`config.mk`:
```
export PLATFORM = sky130hd
export DESIGN_NAME = rxq_rx_drq
export DESIGN_NICKNAME = d
export VERILOG_FILES = /design/src/rtl/rxq_pkg.sv /design/src/rtl/rxq_store.sv /design/src/rtl/rxq_frame_track.sv /design/src/rtl/rxq_req_ctrl.sv /design/src/rtl/rxq_rx_drq.sv
export SDC_FILE = /design/constraint.sdc
export NUM_CORES = 1
export LEC_CHECK = 0
export BUFFER_PORTS_ARGS = -buffer_cell sky130_fd_sc_hd__buf_2
export CAP_MARGIN = 20
export CORE_UTILIZATION = 51
export DETAILED_ROUTE_END_ITERATION = 12
export PLACE_DENSITY = 0.64
export SKIP_LAST_GASP = 1
export SYNTH_ARGS = -nofsm -noshare
export SYNTH_HDL_FRONTEND = slang
export SYNTH_SLANG_ARGS = --single-unit
```
`constraint.sdc`:
```
create_clock -name clk -period 8.3 [get_ports clk]
set_input_delay 1.245 -clock clk [delete_from_list [all_inputs] [get_ports clk]]
set_output_delay 1.245 -clock clk [all_outputs]
set_load 0.02 [all_outputs]
```
`src/rtl/rxq_pkg.sv`:
```
package rxq_pkg;

  localparam int unsigned RXQ_DW = 8;

  typedef struct packed {
    logic              last;
    logic [RXQ_DW-1:0] data;
  } rxq_entry_t;

endpackage

```
`src/rtl/rxq_store.sv`:
```
module rxq_store
  import rxq_pkg::*;
#(
  parameter int unsigned DEPTH = 128,
  localparam int unsigned AW = $clog2(DEPTH),
  localparam int unsigned LW = AW + 1
) (
  input  logic              clk,
  input  logic              rst_n,
  input  logic              wr_req,
  input  logic [RXQ_DW-1:0] wr_data,
  input  logic              wr_last,
  input  logic              rd_acc,
  output logic              wr_taken,
  output rxq_entry_t        head,
  output logic [LW-1:0]     level
);

  rxq_entry_t      mem [DEPTH];
  logic [AW-1:0]   wptr_q, rptr_q;
  logic [LW-1:0]   level_q;
  logic            full;

  function automatic logic [LW-1:0] level_step(input logic [LW-1:0] cur,
                                               input logic up, input logic down);
    logic [LW-1:0] r;
    r = cur;
    if (up && !down)      r = cur + 1'b1;
    else if (down && !up) r = cur - 1'b1;
    return r;
  endfunction

  function automatic logic [AW-1:0] ptr_inc(input logic [AW-1:0] p);
    return (p == AW'(DEPTH - 1)) ? '0 : p + 1'b1;
  endfunction

  assign full     = (level_q == LW'(DEPTH));
  assign wr_taken = wr_req && !full;
  assign head     = mem[rptr_q];
  assign level    = level_q;

  always_ff @(posedge clk) begin
    if (wr_taken) begin
      mem[wptr_q] <= '{last: wr_last, data: wr_data};
    end
  end

  always_ff @(posedge clk) begin
    if (!rst_n) begin
      wptr_q  <= '0;
      rptr_q  <= '0;
      level_q <= '0;
    end else begin
      if (wr_taken) wptr_q <= ptr_inc(wptr_q);
      if (rd_acc)   rptr_q <= ptr_inc(rptr_q);
      level_q <= level_step(level_q, wr_taken, rd_acc);
    end
  end

  AST_NO_OVERFLOW: assert property (@(posedge clk) disable iff (!rst_n)
    (full && wr_req && !rd_acc) |=> (level_q == LW'(DEPTH)));
  AST_NO_UNDERFLOW: assert property (@(posedge clk) disable iff (!rst_n)
    rd_acc |-> (level_q != '0));

endmodule

```
`src/rtl/rxq_frame_track.sv`:
```
module rxq_frame_track #(
  parameter int unsigned FB_W = 11,
  parameter int unsigned LW   = 8
) (
  input  logic            clk,
  input  logic            rst_n,
  input  logic            wr_taken,
  input  logic            wr_first,
  input  logic            wr_last,
  input  logic            rd_acc,
  input  logic            rd_last,
  output logic [FB_W-1:0] frame_bytes,
  output logic [LW-1:0]   ends_held
);

  logic [FB_W-1:0] fb_q;
  logic [LW-1:0]   ends_q;
  logic            end_in, end_out;

  function automatic logic [FB_W-1:0] fb_next(input logic [FB_W-1:0] cur,
                                              input logic take, input logic first);
    if (!take)                 return cur;
    if (first)                 return FB_W'(1);
    if (cur == {FB_W{1'b1}})   return cur;
    return cur + 1'b1;
  endfunction

  assign end_in  = wr_taken && wr_last;
  assign end_out = rd_acc && rd_last;

  always_ff @(posedge clk) begin
    if (!rst_n) begin
      fb_q   <= '0;
      ends_q <= '0;
    end else begin
      fb_q <= fb_next(fb_q, wr_taken, wr_first);
      if (end_in && !end_out)      ends_q <= ends_q + 1'b1;
      else if (end_out && !end_in) ends_q <= ends_q - 1'b1;
    end
  end

  assign frame_bytes = fb_q;
  assign ends_held   = ends_q;

  AST_FIRST_RESTART: assert property (@(posedge clk) disable iff (!rst_n)
    (wr_taken && wr_first) |=> (fb_q == FB_W'(1)));

endmodule

```
`src/rtl/rxq_req_ctrl.sv`:
```
module rxq_req_ctrl
  import rxq_pkg::*;
#(
  parameter int unsigned LW       = 8,
  parameter int unsigned FB_W     = 11,
  parameter int unsigned NORM_TH  = 64,
  parameter int unsigned EARLY_TH = 12
) (
  input  logic              clk,
  input  logic              rst_n,
  input  logic [LW-1:0]     level,
  input  logic [FB_W-1:0]   frame_bytes,
  input  logic [LW-1:0]     ends_held,
  input  logic              early,
  input  logic              rd_stb,
  input  rxq_entry_t        head,
  output logic              rd_acc,
  output logic              req,
  output logic              valid,
  output logic [RXQ_DW-1:0] rd_byte
);

  logic              hold_q, valid_q;
  logic [RXQ_DW-1:0] byte_q;
  logic              hit_fill, hit_early, hit_end, trigger, nonempty;

  function automatic logic fill_reached(input logic [LW-1:0] lv);
    return lv >= LW'(NORM_TH);
  endfunction

  function automatic logic early_reached(input logic [FB_W-1:0] fb);
    return fb > FB_W'(EARLY_TH);
  endfunction

  assign hit_fill  = fill_reached(level);
  assign hit_early = early && early_reached(frame_bytes);
  assign hit_end   = (ends_held != '0);
  assign trigger   = hit_fill || hit_early || hit_end;
  assign nonempty  = (level != '0);
  assign req       = (trigger || hold_q) && nonempty;
  assign rd_acc    = rd_stb && req;

  always_ff @(posedge clk) begin
    if (!rst_n) begin
      hold_q  <= 1'b0;
      valid_q <= 1'b0;
      byte_q  <= '0;
    end else begin
      hold_q  <= req;
      valid_q <= rd_acc;
      if (rd_acc) byte_q <= head.data;
    end
  end

  assign valid   = valid_q;
  assign rd_byte = byte_q;

  AST_HOLD_BURST: assert property (@(posedge clk) disable iff (!rst_n)
    (req && !(rd_stb && level == LW'(1))) |=> req);
  AST_VALID_NEEDS_REQ: assert property (@(posedge clk) disable iff (!rst_n)
    $rose(valid) |-> $past(rd_stb && req));
  AST_REFUSED_READ: assert property (@(posedge clk) disable iff (!rst_n)
    (rd_stb && !req) |=> !valid);
  AST_END_DRAINS: assert property (@(posedge clk) disable iff (!rst_n)
    (ends_held != '0) |-> req);

endmodule

```
`src/rtl/rxq_rx_drq.sv`:
```
module rxq_rx_drq
  import rxq_pkg::*;
#(
  parameter int unsigned DEPTH    = 128,
  parameter int unsigned NORM_TH  = 64,
  parameter int unsigned EARLY_TH = 12,
  parameter int unsigned FB_W     = 11,
  localparam int unsigned LW = $clog2(DEPTH) + 1
) (
  input  logic       clk,
  input  logic       rst_n,
  input  logic       mac_wr_en,
  input  logic [7:0] mac_wr_byte,
  input  logic       mac_wr_first,
  input  logic       mac_wr_last,
  input  logic       early_rcv,
  input  logic       host_rd,
  output logic [7:0] host_byte,
  output logic       host_valid,
  output logic       host_req
);

  logic            wr_taken, rd_acc;
  rxq_entry_t      head;
  logic [LW-1:0]   level, ends_held;
  logic [FB_W-1:0] frame_bytes;

  rxq_store #(.DEPTH(DEPTH)) u_store (
    .clk(clk), .rst_n(rst_n),
    .wr_req(mac_wr_en), .wr_data(mac_wr_byte), .wr_last(mac_wr_last),
    .rd_acc(rd_acc), .wr_taken(wr_taken), .head(head), .level(level)
  );

  rxq_frame_track #(.FB_W(FB_W), .LW(LW)) u_track (
    .clk(clk), .rst_n(rst_n),
    .wr_taken(wr_taken), .wr_first(mac_wr_first), .wr_last(mac_wr_last),
    .rd_acc(rd_acc), .rd_last(head.last),
    .frame_bytes(frame_bytes), .ends_held(ends_held)
  );

  rxq_req_ctrl #(.LW(LW), .FB_W(FB_W), .NORM_TH(NORM_TH), .EARLY_TH(EARLY_TH)) u_ctrl (
    .clk(clk), .rst_n(rst_n),
    .level(level), .frame_bytes(frame_bytes), .ends_held(ends_held),
    .early(early_rcv), .rd_stb(host_rd), .head(head),
    .rd_acc(rd_acc), .req(host_req), .valid(host_valid), .rd_byte(host_byte)
  );

  AST_FILL_REQ: assert property (@(posedge clk) disable iff (!rst_n)
    (level >= LW'(NORM_TH)) |-> host_req);
  AST_EARLY_REQ: assert property (@(posedge clk) disable iff (!rst_n)
    (early_rcv && frame_bytes > FB_W'(EARLY_TH) && level != '0) |-> host_req);
  AST_EMPTY_QUIET: assert property (@(posedge clk) disable iff (!rst_n)
    (level == '0) |-> !host_req);

endmodule

```
# Yosys cells after proc, flatten, opt, wreduce, memory -nomap -nowiden
# Memories as Yosys holds them, arrays and structs flattened. A register that Yosys moved wholly into a read port is not among the register bits.
# Index checks and enable logic that the tools add are counted.
[word_totals]
reg_bits = 51
n_memories = 1
latch_bits = 0
elab_cells = 70
rom_bits = 0
inputBits = 15
ram_bits = 1152
[classes]
multipliers = 0
addsub = 7
div_mod_pow = 0
n_shift = 0
mux = 25
n_lt_le_gt_ge = 2
eq_ne = 5
n_reduce_logical = 22
bitwise_logic = 0
[mem_list]
columns = ["name", "depth", "width", "rd", "rd_clocked_by_memory_dff", "wr", "line", "text"]
rows = [
  ["u_store.mem", 128, 9, 1, 1, 1, "rxq_store.sv:19", "rxq_entry_t mem [DEPTH];"],
]
[ops]
columns = ["operator", "n"]
rows = [
  ["$mux 11", 6],
  ["$mux 8", 4],
  ["$mux 7", 4],
  ["$add 8x1->8 const B", 2],
  ["$reduce_bool 8->1", 2],
  ["$sub 8x1->8 const B", 2],
  ["$add 7x1->7 const B", 2],
  ["$eq 7x7->1 const B", 2],
  ["$add 11x1->11 const B", 1],
  ["$eq 11x11->1 const B", 1],
  ["$gt 11x4->1 const B", 1],
  ["$mux 1", 11],
  ["$logic_and 1x1->1", 10],
  ["$eq 8x8->1 const B", 1],
  ["$ge 8x7->1 const B", 1],
  ["$logic_not 1->1", 5],
  ["$ne 4x2->1 const B", 1],
  ["$reduce_bool 2->1", 2],
  ["$logic_or 1x1->1", 3],
]

# Longest topological paths before layout
[logic_depth]
word_depth = 13
ltp_mapped = 21
depth_no_buf = 18

# Modules after synthesis
# Synthesis repeated with hierarchy kept, for this count alone.
[unflattened]
hier_cells = 2422
area_unflattened_um2 = 47346.7
[modules_own_cells]
columns = ["module", "area_each_um2", "cells_each", "n_inst"]
rows = [
  ["rxq_store", 45746.4, 2239, 1],
  ["rxq_frame_track", 1113.6, 127, 1],
  ["rxq_req_ctrl", 486.7, 56, 1],
]

# Least setup slack after synthesis
# Ideal clock, no wire load.
[synth_path]
path_kind = "flip-flop to flip-flop"
startpoint = "reg with a tool-made name"
endpoint = "reg u_track.ends_q[7] (netlist: u_track.ends_held[7])"
t_arrival_ps = 4176
stages_incl_launch_ff = 19
setup_slack_ps = 4052
path_cell_list = "dfxtp_1 buf_6 buf_6 buf_2 mux4_2 mux4_2 o21ai_0 nand2_1 a21oi_1 ha_1 inv_1 ha_1 a21o_1 a21oi_1 o21ai_0 a2111oi_0 nor3_1 mux2i_1 mux2i_1"
[synth_lines]
columns = ["item", "line", "text"]
rows = [
  ["end signal: assignment", "rxq_frame_track.sv:37", "if (end_in && !end_out) ends_q <= ends_q + 1'b1;"],
  ["end signal: assignment", "rxq_frame_track.sv:38", "else if (end_out && !end_in) ends_q <= ends_q - 1'b1;"],
  ["end: declaration", "rxq_frame_track.sv:17", "logic [LW-1:0] ends_q;"],
]

==> results_dict.tcl <==
set metrics [dict create \
    synth_top_area_share 0.725 \
    grt-ovfl-total 0 \
    worstSetupEndpointType "flop" \
    cts_resized 0 \
    seq_area_frac_synth 0.749 \
    start_util 0.518 \
    total_power_mw 14.8 \
    wirelength_um 114000 \
    htreeDepth 3 \
    numCtsBuffers 118 \
    drc 0 \
    worstSetupPathType "flop to flop" \
    grt_max_degree 84 \
    rsz0062_at_grt "false" \
    crit_family "multiplexers" \
    yosysMostFrequentCell "edfxtp_1" \
    slowest_stage "buf_4" \
    die_h_um 308 \
    antenna_found_initial 2 \
    critPathArrivalTime_ns 6.27 \
    ys_types 71 \
    drt_iter0_markers 2941 \
    area_growth_pct 10.6 \
    clockRootBuffer "clkbuf_16" \
    min_period_over_period 0.681 \
    p_per_area_nw_per_um2 281 \
    synthesis.area_um2 47700 \
    yosys_warnings 0 \
    synthTopCellsByArea "edfxtp_1, mux4_2, dfxtp_1" \
    dr_total_vias 24000 \
    ir_drop_mv 0.161 \
    diodes 0 \
    synth_edf_count 1152 \
    place_ws_ns 2.60 \
    die_x_um 308 \
    via_per_inst 6.26 \
    setup_violations 0 \
    hold_viol 0 \
    cts.sinks 1210 \
    fin_ws_ns 2.65 \
    startpoint_type "flop" \
    whs_ns 0.481 \
    setup_tns_ns 0 \
    maxCapViolations 0 \
    grt_pass1_vias 24300 \
    synth_top_flop_cell "edfxtp_1" \
    async_reset_ff_frac 0 \
    max_freq_mhz 177 \
    finClkSkew_ns 0.0230 \
    report.final.slew_viol_count 0 \
    synth_fp_nets 2463 \
    clock_latency_ns 0.70 \
    post_cts.repair.setup_buffers 0 \
    ant_nets 0 \
    grt_pass1_wl_um 167000 \
    synth.largest_area_cell "edfxtp_1" \
    cts_hold_buf 0 \
    cts_tree "done" \
    critical_path.cell_chain "buf_4 > mux4_2 > mux4_2 > mux2i_1 > a2111oi_0 > a21oi_1 > ha_1 > inv_1 > ha_1 > a21o_1 > a21oi_1 > o21ai_0 > a2111oi_0 > nor3_1 > mux2i_1 > mux2i_1" \
    status "finished clean" \
    seq_area_um2 35800 \
    post_drt_wl_per_cell_um 29.7 \
    post_synth.cell_area_avg_um2 19.7 \
    core-area_um2 92200 \
    drive_above_1_share 0.210 \
    hold_class "flop to flop" \
    synth_commonest_cells "edfxtp_1, mux4_2, nor2_1" \
    track_usage 0.245 \
    crit_buf_inv 2 \
    crit_required_ns 8.92 \
    min_period_ns 5.65 \
    numPortBuffers 24 \
    path_clk_slew_ns 0.06 \
    p_leak_nw 16.2 \
    worst-slew-pin-transition_ns 1.19 \
    num_io_pins 25 \
    rows 111 \
    post-dp-hpwl_um 69900 \
    clock_path_buffers 3 \
    multi_input_area_um2 11200 \
    design_area_um2 52800 \
    die_area_um2 94800 \
    worst_path_largest_cell_delay_ns 0.81 \
    maxSlewHeadroom 0.202 \
    synthCells 2428 \
    nNetsFinal 2523 \
    place_congestion 0.875 \
    fillerInstances 6873 \
    dr.pass1.iters 6 \
    path_max_fanout 46 \
    placed_cell_area_um2 49100 \
    path_common_cell "mux2i_1" \
    ys_seq_elements 1210 \
]
final cells by class:
cell class              count  area share
clock inverters            65      0.0104
flip-flops and latches   1210       0.678
clock buffers             153      0.0592
repair buffers             72      0.0102
multi-input cells        1069       0.212
well taps                1243      0.0295
inverters                  17     0.00121
final timing paths:
kind,startpoint,to,slack (ns),depth (start not counted)
min,u_track.ends_held[7]$_SDFFE_PN0P_,u_track.ends_held[7]$_SDFFE_PN0P_,0.48,2
max reg2reg,flop,u_track.ends_held[7]$_SDFFE_PN0P_,2.65,16
min reg2reg,u_track.ends_held[7]$_SDFFE_PN0P_,u_track.ends_held[7]$_SDFFE_PN0P_,0.48,2
max,flop,u_track.ends_held[7]$_SDFFE_PN0P_,2.65,16
metrics by stage:
step,util,instances
5_1_grt,0.572,3829
2_1_floorplan,-,2428
3_5_place_dp,0.532,3606
6_report,0.572,3829
3_3_place_gp,0.532,3605
4_1_cts,0.572,3824
worst min-delay path, delay by kind of cell, from the launching register on:
family	cells	cell delay [ns]
muxes	1	0.06
DFF	1	0.32
and+or+nand+nor	1	0.06
cells in the final DEF, fill, tap and decap left out, types with 9 or more instances in the layout:
| master | instances |
|---|---|
| bufinv_16 | 9 |
| nand2b_1 | 10 |
| clkinv_2 | 21 |
| inv_1 | 14 |
| and2_1 | 29 |
| buf_2 | 15 |
| clkinv_1 | 29 |
| xnor2_1 | 12 |
| clkbuf_1 | 33 |
| nand4_1 | 10 |
| o21ai_0 | 39 |
| mux2i_1 | 58 |
| nand3_1 | 20 |
| or2_2 | 9 |
| a21oi_1 | 50 |
| ha_1 | 18 |
| mux4_2 | 262 |
| o31ai_1 | 11 |
| a31oi_1 | 16 |
| nor3_1 | 24 |
| edfxtp_1 | 1152 |
| a211oi_1 | 21 |
| a22oi_1 | 30 |
| nor2b_1 | 34 |
| a2111oi_0 | 14 |
| xor2_1 | 12 |
| buf_4 | 54 |
| o22ai_1 | 21 |
| clkbuf_16 | 120 |
| mux2_2 | 31 |
| nand2_1 | 74 |
| nor2_1 | 171 |
| dfxtp_1 | 53 |
report_power, final:
| group | switching, mW | internal, mW |
|---|---|---|
| sequential | 0.130 | 6.76 |
| combinational | 1.51 | 1.33 |
| clock | 2.20 | 2.92 |
| total | 3.84 | 11.0 |
metal layers:
layer / part of all wire / GRT usage
met5: 0 / 0
met4: 0.030 / 0.0825
met3: 0.078 / 0.0435
met2: 0.47 / 0.376
met1: 0.43 / 0.358
registers in the layout (all words and copies together) (netlist names), named ones only:
signal               cells
u_ctrl.rd_byte           8
u_store.wptr_q           7
u_store.level            8
u_ctrl.valid             1
u_store.mem           1152
u_store.rptr_q           7
u_track.frame_bytes     11
u_track.ends_held        8
u_ctrl.hold_q            1
logic make-up (layout without fill, tap and decap cells):
logic type               count (synthesis)  in the layout  synth area share
flip-flops                            1210           1210             0.749
AND/OR/NAND/NOR                        409            409            0.0401
multiplexers                           359            359             0.148
AO/OA/AOI/OAI                          257            257            0.0366
buffers and inverters                  149            307            0.0168
XOR/XNOR                                24             24           0.00440
adder cells (fa/ha/maj)                 20             20           0.00556
Note: power is estimated with default switching activity, not from simulation.
